==> config.mk <==
export PLATFORM = sky130hd
export DESIGN_NAME = task_slot_sched
export DESIGN_NICKNAME = d
export VERILOG_FILES = /design/src/rtl/sched_pkg.sv /design/src/rtl/slot_cfg_regs.sv /design/src/rtl/skip_counters.sv /design/src/rtl/grant_select.sv /design/src/rtl/task_slot_sched.sv
export SDC_FILE = /design/constraint.sdc
export NUM_CORES = 1
export LEC_CHECK = 0
export BUFFER_PORTS_ARGS = -buffer_cell sky130_fd_sc_hd__buf_2
export CAP_MARGIN = 5
export CORE_ASPECT_RATIO = 0.8
export CORE_MARGIN = 10
export CORE_UTILIZATION = 50
export DETAILED_ROUTE_END_ITERATION = 8
export PLACE_DENSITY = 0.77
export SKIP_LAST_GASP = 1
export SLEW_MARGIN = 0
export SYNTH_ARGS = -nofsm -noshare
export SYNTH_HDL_FRONTEND = slang
export SYNTH_SLANG_ARGS = --single-unit
==> constraint.sdc <==
create_clock -name clk -period 2.9 [get_ports clk]
set_clock_uncertainty 0.05 [all_clocks]
set_input_delay 0.145 -clock clk [delete_from_list [all_inputs] [get_ports clk]]
set_output_delay 0.145 -clock clk [all_outputs]
set_load 0.005 [all_outputs]
==> src/rtl/sched_pkg.sv <==
package sched_pkg;
  localparam int TASKS     = 4;
  localparam int TID_W     = $clog2(TASKS);
  localparam int SLOTS     = 16;
  localparam int PTR_W     = $clog2(SLOTS);
  localparam int ADDR_W    = 5;
  localparam int SKIP_BASE = SLOTS;
  localparam int FB_ADDR   = SKIP_BASE + TASKS;

  typedef logic [TID_W-1:0] tid_t;

  typedef enum logic {
    FB_ALT  = 1'b0,
    FB_LAST = 1'b1
  } fb_mode_e;
endpackage

==> src/rtl/slot_cfg_regs.sv <==
module slot_cfg_regs
  import sched_pkg::*;
#(
  parameter int SKIP_W = 8
) (
  input  logic                              clk,
  input  logic                              rst_n,
  input  logic                              we,
  input  logic [ADDR_W-1:0]                 addr,
  input  logic [SKIP_W-1:0]                 wdata,
  input  logic                              commit,
  output logic [SLOTS-1:0][TID_W-1:0]       map_act,
  output logic [TASKS-1:0][SKIP_W-1:0]      rel_act,
  output tid_t                              alt_act,
  output fb_mode_e                          mode_act,
  output logic [TASKS-1:0]                  rel_changes
);
  logic [SLOTS-1:0][TID_W-1:0]  map_sh;
  logic [TASKS-1:0][SKIP_W-1:0] rel_sh;
  tid_t                         alt_sh;
  fb_mode_e                     mode_sh;

  // shadow copies: written at any time
  always_ff @(posedge clk) begin
    if (!rst_n) begin
      map_sh  <= '0;
      rel_sh  <= '0;
      alt_sh  <= '0;
      mode_sh <= FB_ALT;
    end else if (we) begin
      if (addr < ADDR_W'(SKIP_BASE))
        map_sh[addr[PTR_W-1:0]] <= wdata[TID_W-1:0];
      else if (addr < ADDR_W'(FB_ADDR))
        rel_sh[addr[TID_W-1:0]] <= wdata;
      else if (addr == ADDR_W'(FB_ADDR)) begin
        alt_sh  <= wdata[TID_W-1:0];
        mode_sh <= fb_mode_e'(wdata[TID_W]);
      end
    end
  end

  // active copies: loaded only when the pointer wraps
  always_ff @(posedge clk) begin
    if (!rst_n) begin
      map_act  <= '0;
      rel_act  <= '0;
      alt_act  <= '0;
      mode_act <= FB_ALT;
    end else if (commit) begin
      map_act  <= map_sh;
      rel_act  <= rel_sh;
      alt_act  <= alt_sh;
      mode_act <= mode_sh;
    end
  end

  for (genvar t = 0; t < TASKS; t++) begin : g_chg
    assign rel_changes[t] = (rel_sh[t] != rel_act[t]);
  end

  assert_hold_between_wraps_R9: assert property (@(posedge clk) disable iff (!rst_n)
    !commit |=> ($stable(map_act) && $stable(rel_act) && $stable(alt_act) && $stable(mode_act)));
endmodule

==> src/rtl/skip_counters.sv <==
module skip_counters
  import sched_pkg::*;
#(
  parameter int SKIP_W = 8
) (
  input  logic                         clk,
  input  logic                         rst_n,
  input  tid_t                         owner,
  input  logic                         owner_en,
  input  logic [TASKS-1:0][SKIP_W-1:0] rel_act,
  input  logic                         commit,
  input  logic [TASKS-1:0]             rel_changes,
  output logic                         owner_go
);
  logic [TASKS-1:0] hit;

  for (genvar t = 0; t < TASKS; t++) begin : g_task
    logic [SKIP_W-1:0] cnt;
    logic              mine;
    logic              adv;

    assign mine   = (owner == tid_t'(t));
    assign hit[t] = (rel_act[t] == '0) || (cnt == rel_act[t]);
    assign adv    = mine && owner_en && (rel_act[t] != '0);

    always_ff @(posedge clk) begin
      if (!rst_n)
        cnt <= '0;
      else if (commit && rel_changes[t])
        cnt <= '0;
      else if (adv)
        cnt <= hit[t] ? '0 : cnt + 1'b1;
    end

    assert_wrap_clear_R4: assert property (@(posedge clk) disable iff (!rst_n)
      (adv && hit[t] && !commit) |=> (cnt == '0));
    assert_no_advance_when_off_R7: assert property (@(posedge clk) disable iff (!rst_n)
      (mine && !owner_en && !commit) |=> $stable(cnt));
  end

  assign owner_go = owner_en && hit[owner];
endmodule

==> src/rtl/grant_select.sv <==
module grant_select
  import sched_pkg::*;
(
  input  logic             clk,
  input  logic             rst_n,
  input  tid_t             owner,
  input  logic             owner_go,
  input  logic [TASKS-1:0] task_en,
  input  fb_mode_e         mode,
  input  tid_t             alt,
  output logic             valid,
  output tid_t             task_id
);
  tid_t last_q;
  tid_t fb;

  assign fb = (mode == FB_LAST) ? last_q : alt;

  always_comb begin
    valid   = 1'b0;
    task_id = owner;
    if (owner_go) begin
      valid   = 1'b1;
      task_id = owner;
    end else if (task_en[fb]) begin
      valid   = 1'b1;
      task_id = fb;
    end
  end

  always_ff @(posedge clk) begin
    if (!rst_n)
      last_q <= '0;
    else if (valid)
      last_q <= task_id;
  end

  assert_last_tracks_R6: assert property (@(posedge clk) disable iff (!rst_n)
    valid |=> (last_q == $past(task_id)));
endmodule

==> src/rtl/task_slot_sched.sv <==
module task_slot_sched
  import sched_pkg::*;
#(
  parameter int SKIP_W = 8
) (
  input  logic              clk,
  input  logic              rst_n,
  input  logic              cfg_we,
  input  logic [4:0]        cfg_addr,
  input  logic [SKIP_W-1:0] cfg_wdata,
  input  logic [3:0]        task_en,
  output logic              grant_valid,
  output logic [1:0]        grant_task
);
  logic [PTR_W-1:0]             ptr;
  logic                         commit;
  logic [SLOTS-1:0][TID_W-1:0]  map_act;
  logic [TASKS-1:0][SKIP_W-1:0] rel_act;
  tid_t                         alt_act;
  fb_mode_e                     mode_act;
  logic [TASKS-1:0]             rel_changes;
  tid_t                         owner;
  logic                         owner_go;
  tid_t                         gtask;

  always_ff @(posedge clk) begin
    if (!rst_n) ptr <= '0;
    else        ptr <= ptr + 1'b1;
  end

  assign commit = (ptr == PTR_W'(SLOTS - 1));
  assign owner  = map_act[ptr];

  slot_cfg_regs #(.SKIP_W(SKIP_W)) cfg_i (
    .clk(clk), .rst_n(rst_n), .we(cfg_we), .addr(cfg_addr), .wdata(cfg_wdata),
    .commit(commit), .map_act(map_act), .rel_act(rel_act), .alt_act(alt_act),
    .mode_act(mode_act), .rel_changes(rel_changes)
  );

  skip_counters #(.SKIP_W(SKIP_W)) skip_i (
    .clk(clk), .rst_n(rst_n), .owner(owner), .owner_en(task_en[owner]),
    .rel_act(rel_act), .commit(commit), .rel_changes(rel_changes), .owner_go(owner_go)
  );

  grant_select sel_i (
    .clk(clk), .rst_n(rst_n), .owner(owner), .owner_go(owner_go), .task_en(task_en),
    .mode(mode_act), .alt(alt_act), .valid(grant_valid), .task_id(gtask)
  );

  assign grant_task = gtask;

  assert_ptr_wrap_R2: assert property (@(posedge clk) disable iff (!rst_n)
    (ptr == PTR_W'(SLOTS - 1)) |=> (ptr == '0));
  assert_grant_enabled_R7: assert property (@(posedge clk) disable iff (!rst_n)
    grant_valid |-> task_en[grant_task]);
  assert_owner_priority_R2: assert property (@(posedge clk) disable iff (!rst_n)
    (owner_go && grant_valid) |-> (grant_task == owner));
endmodule

==> flow_summary_export.csv, run 1 <==
group,metric,value,unit
detailed_routing,drt_pre_antenna_iters,5,
timing,report.final.setup_viol,0,
global_routing,grt.met3_usage,3.823,%
timing,finalWorstSetupSlack,0.06809,ns
finish,finish.cell_count_without_fillers,1216,
worst_setup_path,r2r-start,"ptr[2]",
die,chipHeight,134.2,microns
timing,slew_limit_headroom,51.92,%
timing,finalCritPeriodShare,97.65,%
min_path,hold_path.class,"input pin to flip-flop",
place,place_ws,0.2737,ns
worst_setup_path,timing.critical_path.to_type,"primary output",
clocking,clock_sink_count,172,
logic_synthesis,netlist.area_leader.share,42.25,%
finish,finish.instance_area,9234,sq um
place,dp_hpwl,13280,microns
global_routing,grt_busiest_layer,"met2",
pwr,vdd.ir_drop.worst,0.3514,mV
pwr,seq_power_share,45.7,%
detailed_routing,detailroute.via_count,6988,
logic_synthesis,synth.area.top_cells,"dfxtp_1 42%, nand2_1 8.3%, a21oi_1 7.5%",
detailed_routing,routed_wirelength,19990,microns
timing,slew_violations,0,
pwr,p_sw_share,20.87,%
global_routing,groute.layer.met1.usage,24.70,%
global_routing,largest_net_degree_at_the_start_of_global_routing,68,
job,maxCapViolCount,0,
finish,fin_nets,1013,
timing,timing_hold_violations_final,0,
logic_synthesis,syn-num-nets,1002,
logic_synthesis,synth_enable_flop_cells,0,
timing,worst_pin_slew,0.7212,ns
die,initial_core_utilization,51.24,%
timing,finalWorstPathRequiredPeriod,2.832,ns
finish,finalCoreUtilization,58.06,%
global_routing,grt_overflow_total,0,
finish,area_growth,13.31,%
clocking,cts_max_path_buffers,2,
pwr,share_comb_of_total_power,3.4,%
die,die_width,162.7,microns
clocking,cts-buffers-inserted,17,
logic_synthesis,synthDistinctLibCells,53,
place,numPlacedInstances,1179,
pwr,switching_power,1.091,mW
finish,post_route_cells_drive_above_1_share,10.39,%
global_routing,wire_length_of_the_first_global_routing_pass,32910,microns
finish,fillers,1397,
worst_setup_path,worstRegToRegCells,8,
clocking,cts.htree.levels,4,
pwr,power.leakage,3.352,nW
place,buffer_ports.inserted,22,
global_routing,via_count_of_the_first_global_routing_pass,6431,
detailed_routing,ant_nets,0,
clocking,clock_latency_of_the_later_clocked_register_in_the_worst_skew_pair,0.44,ns
pwr,clkPwrFrac,50.9,%
worst_setup_path,start_kind,"flip-flop",
logic_synthesis,synthesis.area,8149,sq um
worst_setup_path,worstPathRequired,2.71,ns
logic_synthesis,yosysWarnings,0,
clocking,clkTransAtPathRegs,0.07,ns
clocking,tritoncts_clock_tree,"built",
worst_setup_path,arrival,2.64,ns
detailed_routing,route.detailed.wl_per_inst,16.44,microns
global_routing,grtUsageTotal,18.35,%
die,core_region_area,15900,sq um
logic_synthesis,synth_seq_cells,172,
finish,insertedDiodeCount,0,
worst_setup_path,timing.critical_path.from,"ptr[1]",
die,ios,23,
place,globalplace.congestion,0.8884,
timing,final_hold_slack,0.02511,ns
detailed_routing,via_per_inst,5.747,
logic_synthesis,number_of_instances_in_the_synthesized_netlist,977,
logic_synthesis,post-synth-top-area-cell,"dfxtp_1",
worst_setup_path,ff2ff_setup_slack,0.50,ns
min_path,holdPathStages,3,
timing,setup_repair_after_global_routing_missed_its_margin,"true",
clocking,ctsRootBufferMaster,"clkbuf_16",
timing,timing.fmax,353.1,MHz
worst_setup_path,worstSetupEndpoint,"grant_task[1]",
global_routing,gr-usage-met2,28.34,%
detailed_routing,initialDrtViolationCount,758,
run_status,run_status,"complete, no violations",
worst_setup_path,critPathKind,"flip-flop to primary output",
worst_setup_path,r2r_path_end,"skip_i.g_task[1].cnt[1]",
logic_synthesis,async_flop_share,0,%
place,place_area,8462,sq um
logic_synthesis,ys_dominant_reg_cell,"dfxtp_1",
worst_setup_path,critPathMaxFanout,7,
detailed_routing,drcViolationCount,0,
logic_synthesis,ys_seq_area_share,42.25,%
die,die_area,21840,sq um
global_routing,number_of_antenna_violations_at_the_first_check_in_global_routing,0,
pwr,cell_internal_pwr,4.138,mW
logic_synthesis,post_synth.cell_area_avg,8.341,sq um
die,std_cell_rows,41,
pwr,power_density,566.4,nW/um^2
[synth_stat cells, types with 5 or more instances]
cell type and count:
mux2i_1 56, o31ai_1 19, clkbuf_1 40, nand4b_1 8, dfxtp_1 172, xnor2_1 58, xor2_1 8, o21ai_0 15
o41ai_1 6, nor2_1 83, nor2b_1 25, buf_4 6, nand2_1 181, a21oi_1 122, and3_1 16, buf_2 6
nand4_1 33, nand3_1 33, nor4_1 12, nand3b_1 5, ha_1 5, and2_1 8
[worst max-delay path: stages (launching register included)]
cell and delay, ns:
dfxtp_4 0.41, buf_4 0.17, mux4_2 0.55, a22oi_4 0.19, o21a_4 0.19, nand3b_1 0.14
a21o_1 0.22, a31o_1 0.21, buf_2 0.12
[area by class of cell]
cell class	count	area [sq um]	area share (%)
multi-input combinational	743	4467	48.37
sequential	172	3450	37.36
clock buffer	22	484.2	5.244
timing repair buffer	50	337.8	3.659
tap	215	269.0	2.913
clock inverter	10	209.0	2.263
inverter	4	17.52	0.1897
[per-layer routing]
metal / routed length, microns / vias up / share of wire (%)
met1: 9197 / 3387 / 46
met4: 274 / 0 / 1.4
met3: 1117 / 22 / 5.6
li1: - / 3420 / -
met5: 0 / - / 0
met2: 9401 / 159 / 47
[how the worst min path moves through the flow]
stage | startpoint | to | slack [ns]
2_1_floorplan | rst_n | ptr[1] | 0.22
3_3_place_gp | cfg_i.map_sh[12] | cfg_i.map_act[12] | 0.39
3_5_place_dp | cfg_i.map_sh[5] | cfg_i.map_act[5] | 0.39
4_1_cts | cfg_wdata[4] | cfg_i.rel_sh[4] | 0.01
5_1_grt | cfg_wdata[7] | cfg_i.rel_sh[31] | 0.04
6_report | cfg_wdata[4] | cfg_i.rel_sh[4] | 0.03
[power by group through the flow]
stage	Combinational [mW]	Clock, mW	Sequential [mW]
final	0.179	2.66	2.39
after global routing	0.193	2.79	2.39
after CTS	0.176	2.68	2.39
after detailed placement	0.171	0	2.44
after global placement	0.170	0	2.44
after floorplan	0.117	0	2.43
[repair_timing]
action	in CTS	in global routing
hold buffers	2	0
setup endpoints to repair	3	3
pin swaps	0	1
gates resized for setup	4	5
endpoints found under the hold margin	4	0
buffers inserted	0	3
cloned	0	0
[state kept, by name (all words and copies together) (netlist names), 2 cells and up]
signal	count
sel_i.last_q	2
ptr	4
cfg_i.rel_act	32
cfg_i.alt_act	2
cfg_i.rel_sh	32
cfg_i.map_sh	32
cfg_i.map_act	32
skip_i.g_task.cnt	32
cfg_i.alt_sh	2
[kinds of logic after synthesis]
logic type               synth area share, %
XOR/XNOR                               7.094
adder cells (fa/ha/maj)               0.7677
buffers and inverters                  3.408
flip-flops                             42.25
multiplexers                           8.859
AND/OR/NAND/NOR                        23.84
AO/OA/AOI/OAI                          13.77
[placed cells by master, fill, tap and decap left out, drive strengths merged, types with 3 or more instances in the layout]
cell type and n:
a21boi 3, a21oi 123, and2 8, and3 16, buf 48, bufinv 6, clkbuf 22, dfxtp 172
ha 5, inv 4, mux2 4, mux2i 56, mux4 5, nand2 181, nand2b 3, nand3 35
nand3b 5, nand4 33, nand4b 8, nor2 83, nor2b 25, nor4 12, o211ai 3, o21a 4
o21ai 19, o31ai 19, o41ai 6, xnor2 58, xor2 8
[per-stage QoR]
step | setup TNS, ns | total power [mW]
6_report | 0 | 5.230
5_1_grt | -0.01465 | 5.375
4_1_cts | 0 | 5.249
3_5_place_dp | 0 | 2.613
3_3_place_gp | 0 | 2.611
2_1_floorplan | 0 | 2.548
No activity file was read; power rests on OpenSTA's default activity.
==> run 2, diff against run 1 <==
==> constraint.sdc (replaced) <==
create_clock -name clk -period 2.67 [get_ports clk]
set_clock_uncertainty 0.05 [all_clocks]
set_input_delay 0.1335 -clock clk [delete_from_list [all_inputs] [get_ports clk]]
set_output_delay 0.1335 -clock clk [all_outputs]
set_load 0.005 [all_outputs]
==> run 2 against run 1 <==
Effect of this change: the run now ends with negative setup slack left; sequential share of layout area shrank 0.45 points; final cell count grew 1.2%; via count grew 1.2%; critical path depth is the same; non-clock buffer count grew 14; setup slack lost 0.14 ns; die area is the same; global-route usage grew 0.17 points; power grew 4.2%; register-to-register slack lost 0.24 ns; worst hold slack lost 0.0025 ns; critical path type unchanged; critical endpoint is now grant_task[0].
==> flow_summary_export.csv, run 2 (synthesis results as in run 1) <==
group,metric,value,unit
worst_setup_path,worstPathCellList,"buf_6 > nor2b_1 > a221o_1 > a21oi_4 > nand2b_4 > mux2_4 > a31oi_4 > buf_2",
timing,worst_pin_slew,0.7126,ns
worst_setup_path,timing.critical_path.from,"ptr[1]",
global_routing,gr-usage-met2,28.86,%
finish,seqCellArea,3450,sq um
place,place_area,8499,sq um
die,die_area,21840,sq um
detailed_routing,detailroute.via_count,7069,
finish,fillers,1354,
global_routing,grt_overflow_total,0,
timing,finalCritPeriodShare,102.8,%
worst_setup_path,critical_path_buf_inv_count,2,
worst_setup_path,critPathKind,"flip-flop to primary output",
min_path,worst_hold_startpoint,"cfg_wdata[6]",
detailed_routing,route.detailed.wl_per_inst,16.45,microns
place,buffer_ports.inserted,22,
pwr,power_density,583.1,nW/um^2
place,globalplace.congestion,0.8791,
finish,most_common_cell_after_layout_fill_and_taps_aside,"nand2_1",
timing,setup_total_negative_slack,-0.1198,ns
timing,finalWorstPathRequiredPeriod,2.744,ns
finish,finish.instance_area,9345,sq um
die,die_width,162.7,microns
timing,slew_violations,0,
worst_setup_path,arrival,2.56,ns
global_routing,grtUsageTotal,18.52,%
die,chipHeight,134.2,microns
finish,multiInputGateArea,4517,sq um
clocking,clkTransAtPathRegs,0.06,ns
pwr,vdd.ir_drop.worst,0.3508,mV
global_routing,grt.met3_usage,4.128,%
global_routing,groute.layer.met1.usage,24.77,%
place,numPlacedInstances,1184,
worst_setup_path,start_kind,"flip-flop",
run_status,violations_in_the_final_reports,"negative setup slack",
finish,final_cell_mix,"180 x nand2_1, 169 x dfxtp_1, 122 x a21oi_1",
die,ios,23,
finish,area_growth,14.68,%
run_status,run_status,"finished with violations",
clocking,clock_latency_of_the_later_clocked_register_in_the_worst_skew_pair,0.44,ns
clocking,tritoncts_clock_tree,"built",
timing,report.final.setup_viol,2,
worst_setup_path,timing.critical_path.to_type,"primary output",
detailed_routing,drt_pre_antenna_iters,5,
global_routing,via_count_of_the_first_global_routing_pass,6750,
finish,post_route_cells_drive_above_1_share,12.32,%
die,std_cell_rows,41,
worst_setup_path,r2r-start,"ptr[2]",
clocking,cts-buffers-inserted,17,
clocking,cts_max_path_buffers,2,
worst_setup_path,path_delay_family,"compound AO/OA/AOI/OAI gates",
finish,finish.cell_count_without_fillers,1230,
timing,finalWorstSetupSlack,-0.07422,ns
detailed_routing,via_per_inst,5.747,
place,dp_hpwl,13490,microns
pwr,design_power_total,5.449,mW
global_routing,wire_length_of_the_first_global_routing_pass,33550,microns
min_path,hold_path.class,"input pin to flip-flop",
timing,final_hold_slack,0.02261,ns
clocking,cts.htree.levels,4,
timing,setup_repair_after_global_routing_missed_its_margin,"true",
worst_setup_path,critPathMaxFanout,5,
worst_setup_path,worstPathRequired,2.49,ns
clocking,clock_sink_count,172,
detailed_routing,routed_wirelength,20230,microns
timing,timing_hold_violations_final,0,
timing,slew_limit_headroom,52.39,%
finish,fin_nets,1027,
die,initial_core_utilization,51.24,%
worst_setup_path,cp_slowest_stage_delay,0.45,ns
detailed_routing,ant_nets,0,
pwr,power.leakage,3.389,nW
clocking,ctsRootBufferMaster,"clkbuf_16",
global_routing,largest_net_degree_at_the_start_of_global_routing,72,
detailed_routing,drcViolationCount,0,
global_routing,grt_busiest_layer,"met2",
finish,insertedDiodeCount,0,
job,maxCapViolCount,0,
worst_setup_path,critical-path-slowest-cell,"a221o_1",
detailed_routing,initialDrtViolationCount,704,
global_routing,number_of_antenna_violations_at_the_first_check_in_global_routing,0,
timing,timing.fmax,364.4,MHz
die,core_region_area,15900,sq um
## run 2: cell count changes in the layout (fill, tap and decap cells not counted), sizes merged
cell,before,now
buf,48,61
bufinv,6,4
clkbuf,22,18
clkinv,2,3
clkinvlp,2,6
dlygate4sd3,2,3
inv,4,5
## run 2: worst reg2reg max path: stages, from the launching register on
cell,delay (ns)
dfxtp_2,0.36
buf_6,0.16
nor2b_1,0.13
a221o_1,0.41
buf_4,0.16
o21a_4,0.23
buf_4,0.17
or4_1,0.51
a21oi_1,0.14
## run 2: layer usage
metal / wire (microns) / vias to the layer above
li1: - / 3458
met1: 9572 / 3410
met2: 9349 / 177
met3: 1028 / 24
met4: 282 / 0
met5: 0 / -
## run 2: report_power, final
| group | internal (mW) | switching [mW] |
|---|---|---|
| combinational | 0.0720 | 0.140 |
| sequential | 2.58 | 0.0142 |
| clock | 1.59 | 1.06 |
## run 2: final timing paths
kind | endpoint | slack (ns) | cells past startpoint
hold / removal | cfg_i.rel_sh[14] | 0.02 | 3
setup reg to reg | skip_i.g_task[1].cnt[1] | 0.26 | 8
hold reg to reg | cfg_i.map_act[21] | 0.40 | 2
setup / recovery | grant_task[0] | -0.07 | 8
## run 2: area by class of cell
type	count	area share, %
timing repair buffer	64	4.927
inverter	4	0.1874
sequential	172	36.91
multi-input combinational	743	48.33
clock inverter	14	2.062
tap	215	2.879
clock buffer	18	4.699
## run 2: stage by stage
stage | utilization, % | worst slack [ns]
floorplan | - | 0.4974
global placement | 53.45 | 0.2063
detailed placement | 53.45 | 0.1461
CTS | 58.69 | -0.05220
global route | 58.76 | -0.1506
finish | 58.76 | -0.07422
## run 2: what timing repair did
action	CTS	global route
endpoints found under the hold margin	8	0
endpoints found under the setup margin	3	3
pin swaps	8	2
setup buffers	11	0
hold buffers	3	0
resized for setup	20	2
